File: config.mk
export PLATFORM = sky130hd
export DESIGN_NAME = seq_lock
export DESIGN_NICKNAME = d
export VERILOG_FILES = /design/src/rtl/seq_lock_pkg.sv /design/src/rtl/seq_lock_match.sv /design/src/rtl/seq_lock_next.sv /design/src/rtl/seq_lock.sv
export SDC_FILE = /design/constraint.sdc
export NUM_CORES = 1
export LEC_CHECK = 0
export BUFFER_PORTS_ARGS = -buffer_cell sky130_fd_sc_hd__clkbuf_2
export CORE_AREA = 2 2 39 41
export DETAILED_ROUTE_END_ITERATION = 16
export DIE_AREA = 0 0 41 43
export PLACE_DENSITY = 0.44
export SYNTH_ARGS = -nofsm -noshare
export SYNTH_HDL_FRONTEND = slang
export SYNTH_SLANG_ARGS = --single-unit
File: constraint.sdc
create_clock -name clk_i -period 2.1 [get_ports clk_i]
set_input_delay 0.42 -clock clk_i [delete_from_list [all_inputs] [get_ports clk_i]]
set_output_delay 0.42 -clock clk_i [all_outputs]
set_load 0.03 [all_outputs]
File: src/rtl/seq_lock_pkg.sv
package seq_lock_pkg;
  localparam int VAL_W = 6;

  typedef enum logic [1:0] {
    ST_IDLE  = 2'd0,
    ST_STEP1 = 2'd1,
    ST_STEP2 = 2'd2,
    ST_OPEN  = 2'd3
  } lock_st_e;

  typedef struct packed {
    logic             right;
    logic [VAL_W-1:0] val;
  } dial_op_t;

  function automatic logic op_is(dial_op_t op, logic r, logic [VAL_W-1:0] v);
    return (op.right == r) && (op.val == v);
  endfunction
endpackage

File: src/rtl/seq_lock_match.sv
module seq_lock_match
  import seq_lock_pkg::*;
#(
  parameter logic [VAL_W-1:0] KEY0_VAL = 6'd13,
  parameter logic             KEY0_DIR = 1'b1,
  parameter logic [VAL_W-1:0] KEY1_VAL = 6'd22,
  parameter logic             KEY1_DIR = 1'b0,
  parameter logic [VAL_W-1:0] KEY2_VAL = 6'd3,
  parameter logic             KEY2_DIR = 1'b1
) (
  input  lock_st_e state_i,
  input  dial_op_t op_i,
  output logic     step_ok_o,
  output logic     is_first_o
);
  always_comb begin
    is_first_o = op_is(op_i, KEY0_DIR, KEY0_VAL);
    unique case (state_i)
      ST_IDLE:  step_ok_o = is_first_o;
      ST_STEP1: step_ok_o = op_is(op_i, KEY1_DIR, KEY1_VAL);
      ST_STEP2: step_ok_o = op_is(op_i, KEY2_DIR, KEY2_VAL);
      default:  step_ok_o = 1'b0;
    endcase
  end
endmodule

File: src/rtl/seq_lock_next.sv
module seq_lock_next
  import seq_lock_pkg::*;
(
  input  lock_st_e state_i,
  input  logic     valid_i,
  input  logic     relock_i,
  input  logic     step_ok_i,
  input  logic     is_first_i,
  output lock_st_e next_o,
  output logic     advance_o,
  output logic     fail_o
);
  always_comb begin
    next_o    = state_i;
    advance_o = 1'b0;
    fail_o    = 1'b0;
    if (state_i == ST_OPEN) begin
      if (relock_i) next_o = ST_IDLE;
    end else if (valid_i) begin
      if (step_ok_i) begin
        advance_o = 1'b1;
        next_o    = lock_st_e'(state_i + 2'd1);
      end else begin
        fail_o = 1'b1;
        next_o = is_first_i ? ST_STEP1 : ST_IDLE;
      end
    end
  end
endmodule

File: src/rtl/seq_lock.sv
module seq_lock
  import seq_lock_pkg::*;
(
  input  logic             clk_i,
  input  logic             rst_i,
  input  logic             op_valid_i,
  input  logic             dir_i,
  input  logic [VAL_W-1:0] value_i,
  input  logic             relock_i,
  output logic             open_o,
  output logic [1:0]       state_o
);
  lock_st_e state_q, state_d;
  dial_op_t op;
  logic     step_ok, is_first, advance, fail;

  assign op = '{right: dir_i, val: value_i};

  seq_lock_match u_match (
    .state_i   (state_q),
    .op_i      (op),
    .step_ok_o (step_ok),
    .is_first_o(is_first)
  );

  seq_lock_next u_next (
    .state_i   (state_q),
    .valid_i   (op_valid_i),
    .relock_i  (relock_i),
    .step_ok_i (step_ok),
    .is_first_i(is_first),
    .next_o    (state_d),
    .advance_o (advance),
    .fail_o    (fail)
  );

  always_ff @(posedge clk_i) begin
    if (rst_i) state_q <= ST_IDLE;
    else       state_q <= state_d;
  end

  assign state_o = state_q;
  assign open_o  = (state_q == ST_OPEN);

  assert_reset_idle_R1: assert property (@(posedge clk_i)
    rst_i |=> state_q == ST_IDLE);
  assert_hold_no_strobe_R2: assert property (@(posedge clk_i) disable iff (rst_i)
    (!op_valid_i && !relock_i) |=> $stable(state_q));
  assert_advance_one_R3: assert property (@(posedge clk_i) disable iff (rst_i)
    advance |=> state_q == lock_st_e'($past(state_q) + 2'd1));
  assert_fail_target_R6: assert property (@(posedge clk_i) disable iff (rst_i)
    fail |=> (state_q == ST_IDLE || state_q == ST_STEP1));
  assert_open_only_from_step2_R5: assert property (@(posedge clk_i) disable iff (rst_i)
    $rose(open_o) |-> $past(state_q) == ST_STEP2);
  assert_open_ignores_ops_R9: assert property (@(posedge clk_i) disable iff (rst_i)
    (state_q == ST_OPEN && !relock_i) |=> state_q == ST_OPEN);
  assert_exclusive_R6: assert property (@(posedge clk_i) disable iff (rst_i)
    $onehot0({advance, fail}));
endmodule

==> results.md, run 1 <==
- Post-Synthesis Net Count: 45
- Starting density of the core: 18.2%
- First-pass DRT Iterations: 4
- Number of sinks on the clock net: 2
- Vert. Die Dim: 43 um
- Internal power component: 0.112 mW
- Worst clock skew: 0.00193 ns
- Crit-path max FO: 7
- Via total after detailed routing: 273
- Area occupied by registers: 40.0 sq um
- Count of routing violations after the opening detailed-route iteration: 2
- Synth async-reset ratio: 0%
- Net switching power figure: 0.0310 mW
- Clock-pin slew on the worst setup and hold paths: 0.03 ns
- Critical Path Sink Type: register
- Post-Synthesis Cell Area: 251 sq um
- Portion of netlist area occupied by mux cells: 0%
- Count of final setup violators: 0
- X dimension of the die: 41 um
- Mean cell area of the mapped netlist: 8.38 sq um
- Number of buffers inserted by port buffering: 13
- Share of layout cells above drive strength 1: 39.1%
- Setup repair after global routing missed its margin: false
- Top cell type's share of synthesized area: 19.9%
- Total cell area at the placement stage: 337 sq um
- Layout Utilization: 25.9%
- Simple-Gate Fraction of Synth Area: 35.3%
- Slew Limit Fails: 0
- TritonCTS buffer count: 3
- Fin worst setup slack: 0.422 ns
- Combined area of the multi-input logic cells: 200 sq um
- Floorplan die area: 1760 sq um
- Total leakage power: 0.148 nW
- Aggregate global-route resource usage: 8.22%
- Combinational group share of total power: 13.1%
- Time the final worst path needs with I/O delays and setup: 1.68 ns
- Flops & latches, synth: 2
- Area share of fa/ha/maj cells after synthesis: 19.9%
- Total global routing overflow: 0
- Final weighted congestion of routability-driven global placement: 0.662
- Yosys Warn Count: 0
- Count of mapped cells out of synthesis: 30
- Highest-delay cell along the critical path: sky130_fd_sc_hd__or4bb_1
- CTS tree: yes
- Number of antenna violations at the first check in global routing: 0
- Most instantiated flip-flop cell in the synthesis netlist: sky130_fd_sc_hd__dfxtp_1
- Wire length of the first global-routing pass: 952 um
- Flip-flop count of the largest register after layout: 2
- DRC: 0
- Layout filler cell count: 160
- Count of buffers added by post-CTS timing repair for setup: 0
- Number of primary I/O pins: 14
- Slew at the pin closest to its max-slew limit: 0.305 ns
- Post-synth EDFFs: 0
- Critical path type: reg -> reg
- CTS H-tree lvls: 1
- Main combinational cell family by area after synthesis: simple AND/OR/NAND/NOR gates
- Wirelength, routed: 625 um
- Crit path largest cell delay: 0.51 ns
- Final Cell Area: 359 sq um
- Cell count of the worst reg-to-reg path: 6
- Relative slew slack: 79.7%
- Ratio of routed vias to standard cells: 4.40
- Cells traversed along the worst timing path: inv_1, ha_1, or4bb_1, nor2_1, o211ai_1, a221oi_2
- Final cycle utilization of the critical path: 79.9%
- Number of buffers inserted by hold repair at cts: 0
- Top area cells in the synthesized netlist: sky130_fd_sc_hd__ha_1 (20%), sky130_fd_sc_hd__dfxtp_1 (16%), sky130_fd_sc_hd__nand4bb_1 (9.0%)
- Wire per inst: 10.1 um
- Final antenna diode count: 0
- Count of maximum capacitance violations: 0
- Total number of placement rows: 14
- Most frequent cell after synthesis: sky130_fd_sc_hd__ha_1
- Sum of net half-perimeters after detailed placement: 514 um
- Kind of launch point of the worst setup path: register
- Highest clock rate: 596 MHz
- Hold/Removal Path Class: in -> reg
- Sum of negative setup slack: 0 ns
- Synth-to-layout area growth: 42.8%
- Cell at the root of the clock tree: sky130_fd_sc_hd__clkbuf_4
- Data required time of the critical path: 2.24 ns
- Bufs on Longest Clock Path: 2
- Status: complete, no violations
- Parity-gate share of the synthesized area counting xor and xnor cells: 0%
- Placeable core area: 1380 sq um
- Pre-CTS worst setup slack: 0.417 ns
- Power per standard cell area: 398 nW/um^2
- Compound-gate portion of the synthesized area: 24.4%
- Largest net degree at the start of global routing: 8
- Total power: 0.143 mW
- Clk pwr share: 60.0%
- Antenna Violating Nets Remaining: 0
- Net total in the final layout: 63
- Number of different library cells in the post-synthesis netlist: 16
- Sequential cell area fraction in the yosys report: 15.9%
- Worst-Skew Late Latency: 0.22 ns
- Final Hold Fails: 0
- Relative contribution of sequential cells to total power: 26.9%
- Worst endpoint data arrival time: 1.81 ns
- Most numerous cell types in the synthesized netlist: sky130_fd_sc_hd__ha_1 (4), sky130_fd_sc_hd__inv_1 (3), sky130_fd_sc_hd__nand2_1 (3), sky130_fd_sc_hd__nor2_1 (3)
- Most area-hungry cell type in the Yosys netlist: sky130_fd_sc_hd__ha_1
- Count of cells along the worst hold path: 2
- Number of global-route vias before repair: 263
- Maximum resistive drop on vdd: 0.207 mV
- Net switching share of the total power: 21.7%
- Gates resized, CTS repair: 0
placed cells by master (no fill, tap or decap), drive strengths merged:
cell type	count
dfxtp	2
nand4bb	2
a21oi	2
nand2b	1
nand2	3
nand4b	1
a221oi	2
o211ai	2
nor2	4
or4bb	2
a211oi	1
o21ai	1
clkbuf	16
ha	4
inv	3
cells by family after synthesis:
logic type,Yosys count
AOI/OAI and AO/OA,8
adders and majority gates,4
buffers and inverters,3
DFF,2
and+or+nand+nor,13
per-layer routing:
metal  global-route usage, %  part of all wire, %  wire (um)
met5                       0                    0          0
met4                    6.00                    0          0
met3                    3.14                  6.4         40
met2                    12.8                   47        292
met1                    8.31                   47        292
metrics by stage:
stage                     instances  hold slack, ns
after floorplan                  30           0.486
after global placement           59           0.563
after detailed placement         59           0.563
after CTS                        62           0.374
after global routing             62           0.365
final                            62           0.379
cell type report:
cell class | count | area share (%)
inverters | 3 | 3.14
clock buffers | 3 | 6.27
multi-input cells | 25 | 55.7
flip-flops and latches | 2 | 11.1
well taps | 16 | 5.57
repair buffers | 13 | 18.1
worst max-delay path: cells and delay by family, from the launching register on:
family | cells | cell delay [ns]
AND/OR/NAND/NOR | 2 | 0.62
buffers and inverters | 1 | 0.13
adder cells (fa/ha/maj) | 1 | 0.15
AO/OA/AOI/OAI | 2 | 0.34
flip-flops | 1 | 0.36
power groups by stage:
stage	Combinational, mW	Clock, mW	Sequential, mW
finish	0.0188	0.0857	0.0384
CTS	0.0192	0.0912	0.0384
floorplan	0.00563	0	0.0390
global placement	0.0196	0	0.0389
detailed placement	0.0190	0	0.0389
global route	0.0212	0.0996	0.0384
path summary, 6_finish.rpt:
check        slack (ns)        from         end
max                0.42  state_o[0]  state_o[0]
min                0.38       rst_i  state_o[0]
max reg2reg        0.42  state_o[0]  state_o[0]
min reg2reg        0.56  state_o[1]  state_o[1]
Power figures use the tool's default switching activity.
==> run 2, diff against run 1 <==
==> constraint.sdc (replaced) <==
create_clock -name clk_i -period 1.66 [get_ports clk_i]
set_input_delay 0.332 -clock clk_i [delete_from_list [all_inputs] [get_ports clk_i]]
set_output_delay 0.332 -clock clk_i [all_outputs]
set_load 0.03 [all_outputs]
==> run 2 against run 1 <==
Compared with the run above: setup slack worse by 0.32 ns; clock-buffer cell count stayed put; worst hold slack worse by 0.10 ns; design area is 7.0% higher; clock power is 28% higher; global-route usage is 1.2 points higher; flip-flop and latch count stayed put.
==> results.md, run 2 (synthesized netlist as in run 1, its figures left out) <==
- Pre-CTS worst setup slack: 0.0799 ns (was 0.417 ns)
- Largest net degree at the start of global routing: 7 (was 8)
- Cell count after placement: 61 (was 59)
- Total leakage power: 0.166 nW (was 0.148 nW)
- Worst clock skew: 0.000938 ns (was 0.00193 ns)
- Share of layout cells above drive strength 1: 49.0% (was 39.1%)
- Count of final setup violators: 0 (unchanged)
- Clock-pin slew on the worst setup and hold paths: 0.03 ns (about the same)
- Placeable core area: 1380 sq um (unchanged)
- Hold_sp: rst_i (unchanged)
- Via total after detailed routing: 306 (was 273)
- Relative contribution of sequential cells to total power: 26.5% (was 26.9%)
- Count of maximum capacitance violations: 0 (unchanged)
- Final weighted congestion of routability-driven global placement: 0.700 (was 0.662)
- Cell count of the worst reg-to-reg path: 6 (unchanged)
- Synth-to-layout area growth: 52.7% (was 42.8%)
- Reg2reg end: state_o[0] (unchanged)
- Worst endpoint data arrival time: 1.70 ns (was 1.81 ns)
- Kind of launch point of the worst setup path: register (unchanged)
- Wirelength, routed: 675 um (was 625 um)
- Number of sinks on the clock net: 2 (unchanged)
- Fin worst setup slack: 0.0980 ns (was 0.422 ns)
- Starting density of the core: 18.2% (unchanged)
- Final antenna diode count: 0 (unchanged)
- Total number of placement rows: 14 (unchanged)
- CTS tree: yes (unchanged)
- Ratio of routed vias to standard cells: 4.71 (was 4.40)
- Critical Path Sink Type: register (unchanged)
- Flip-flop count of the largest register after layout: 2 (unchanged)
- Count of cells along the worst hold path: 2 (unchanged)
- Wire per inst: 10.4 um (was 10.1 um)
- Crit path buf inv count: 1 (unchanged)
- Wire length of the first global-routing pass: 1.06 mm (was 952 um)
- Time the final worst path needs with I/O delays and setup: 1.56 ns (was 1.68 ns)
- Sum of negative setup slack: 0 ns (unchanged)
- Total power: 0.183 mW (was 0.143 mW)
- Slack of the worst reg-to-reg path: 0.1 ns (was 0.42 ns)
- Crit-path max FO: 3 (was 7)
- Floorplan die area: 1760 sq um (unchanged)
- Sum of net half-perimeters after detailed placement: 546 um (was 514 um)
- Crit path largest cell delay: 0.50 ns (was 0.51 ns)
- Clk pwr share: 60.2% (was 60.0%)
- Vert. Die Dim: 43 um (unchanged)
- Endpoint of the worst hold-timing path: state_o[0] (unchanged)
- Bufs on Longest Clock Path: 2 (unchanged)
- Highest-delay cell along the critical path: sky130_fd_sc_hd__or4bb_1 (unchanged)
- Net total in the final layout: 66 (was 63)
- Top cell family by delay on the critical path: simple AND/OR/NAND/NOR gates (unchanged)
- Setup repair after global routing missed its margin: false (unchanged)
- Final cycle utilization of the critical path: 94.1% (was 79.9%)
- Highest clock rate: 640 MHz (was 596 MHz)
- Final instance count without filler cells: 65 (was 62)
- Worst-Skew Late Latency: 0.23 ns (was 0.22 ns)
- Cells traversed along the worst timing path: inv_2, ha_1, or4bb_1, nor2_1, o211ai_1, a221oi_2 (was inv_1, ha_1, or4bb_1, nor2_1, o211ai_1, a221oi_2)
- Maximum resistive drop on vdd: 0.242 mV (was 0.207 mV)
- X dimension of the die: 41 um (unchanged)
- Number of antenna violations at the first check in global routing: 0 (unchanged)
- Most common cell after layout, fill and taps aside: sky130_fd_sc_hd__clkbuf_2 (unchanged)
- DRC: 0 (unchanged)
- Cell at the root of the clock tree: sky130_fd_sc_hd__clkbuf_4 (unchanged)
- Aggregate global-route resource usage: 9.42% (was 8.22%)
- Relative slew slack: 80.6% (was 79.7%)
- Slew at the pin closest to its max-slew limit: 0.292 ns (was 0.305 ns)
- TritonCTS buffer count: 3 (unchanged)
- Antenna Violating Nets Remaining: 0 (unchanged)
- Data required time of the critical path: 1.79 ns (was 2.24 ns)
- CTS H-tree lvls: 1 (unchanged)
- Net switching power figure: 0.0411 mW (was 0.0310 mW)
- Net switching share of the total power: 22.5% (was 21.7%)
- Combinational group share of total power: 13.2% (was 13.1%)
- Total global routing overflow: 0 (unchanged)
- Status: complete, no violations (unchanged)
- Count of routing violations after the opening detailed-route iteration: 2 (unchanged)
- Power per standard cell area: 476 nW/um^2 (was 398 nW/um^2)
- Number of global-route vias before repair: 295 (was 263)
- Hold/Removal Path Class: in -> reg (unchanged)
- Most frequent cells in the layout: sky130_fd_sc_hd__clkbuf_2 (13), sky130_fd_sc_hd__ha_1 (4) (unchanged)
- Slew Limit Fails: 0 (unchanged)
- Number of buffers inserted by port buffering: 13 (unchanged)
- Internal power component: 0.142 mW (was 0.112 mW)
- Origin of the critical flop-to-flop path: state_o[0] (unchanged)
- Launch point of the worst path: state_o[0] (unchanged)
- Number of primary I/O pins: 14 (unchanged)
- Final Hold Fails: 0 (unchanged)
- First-pass DRT Iterations: 2 (was 4)
- Critical path type: reg -> reg (unchanged)
-- run 2: changes by cell type in the layout (fill, tap and decap cells not counted) --
cell                      delta
sky130_fd_sc_hd__inv_2       +1
sky130_fd_sc_hd__inv_1       -1
sky130_fd_sc_hd__dfxtp_2     +2
sky130_fd_sc_hd__dfxtp_1     -2
sky130_fd_sc_hd__buf_4       +3
-- run 2: stage by stage --
stage | utilization [%] | hold slack, ns | cell area [sq um]
6_report | 27.8 | 0.279 | 384
5_1_grt | 27.8 | 0.266 | 384
4_1_cts | 27.2 | 0.270 | 377
3_5_place_dp | 25.6 | 0.508 | 354
3_3_place_gp | 25.6 | 0.514 | 354
2_1_floorplan | - | 0.391 | 254
-- run 2: how the worst max path moves through the flow --
stage	end	slack, ns	depth (start not counted)
2_1_floorplan	state_o[0]	0.04	5
3_3_place_gp	state_o[0]	0.05	6
3_5_place_dp	state_o[0]	0.08	6
4_1_cts	state_o[0]	0.07	6
5_1_grt	open_o	0.02	3
6_report	state_o[0]	0.1	6
-- run 2: layer usage --
layer	track usage (%)	routed length, um	vias to the layer above
met4	6.00	0	0
met5	0	0	-
met3	6.28	77	0
met2	13.8	316	10
met1	9.27	281	142
li1	-	-	154
-- run 2: final cells by class --
| cell class | count | area (sq um) |
|---|---|---|
| clock buffer | 3 | 22.5 |
| timing repair buffer | 16 | 87.6 |
| multi-input combinational | 25 | 200 |
| tap | 16 | 20.0 |
| sequential | 2 | 42.5 |
| inverter | 3 | 11.3 |
| fill | 164 | 1000 |
-- run 2: power by group through the flow --
stage | Combinational [mW] | Clock (mW) | Sequential (mW)
detailed placement | 0.0243 | 0 | 0.0492
global route | 0.0268 | 0.123 | 0.0485
floorplan | 0.00712 | 0 | 0.0493
global placement | 0.0248 | 0 | 0.0492
CTS | 0.0244 | 0.113 | 0.0485
finish | 0.0242 | 0.110 | 0.0485
-- run 2: repair_timing --
| item | in CTS | in global routing |
|---|---|---|
| buffers inserted | 0 | 1 |
| endpoints found under the hold margin | 0 | 0 |
| hold buffers | 0 | 0 |
| setup endpoints to repair | 0 | 1 |
| gates resized for setup | 0 | 1 |
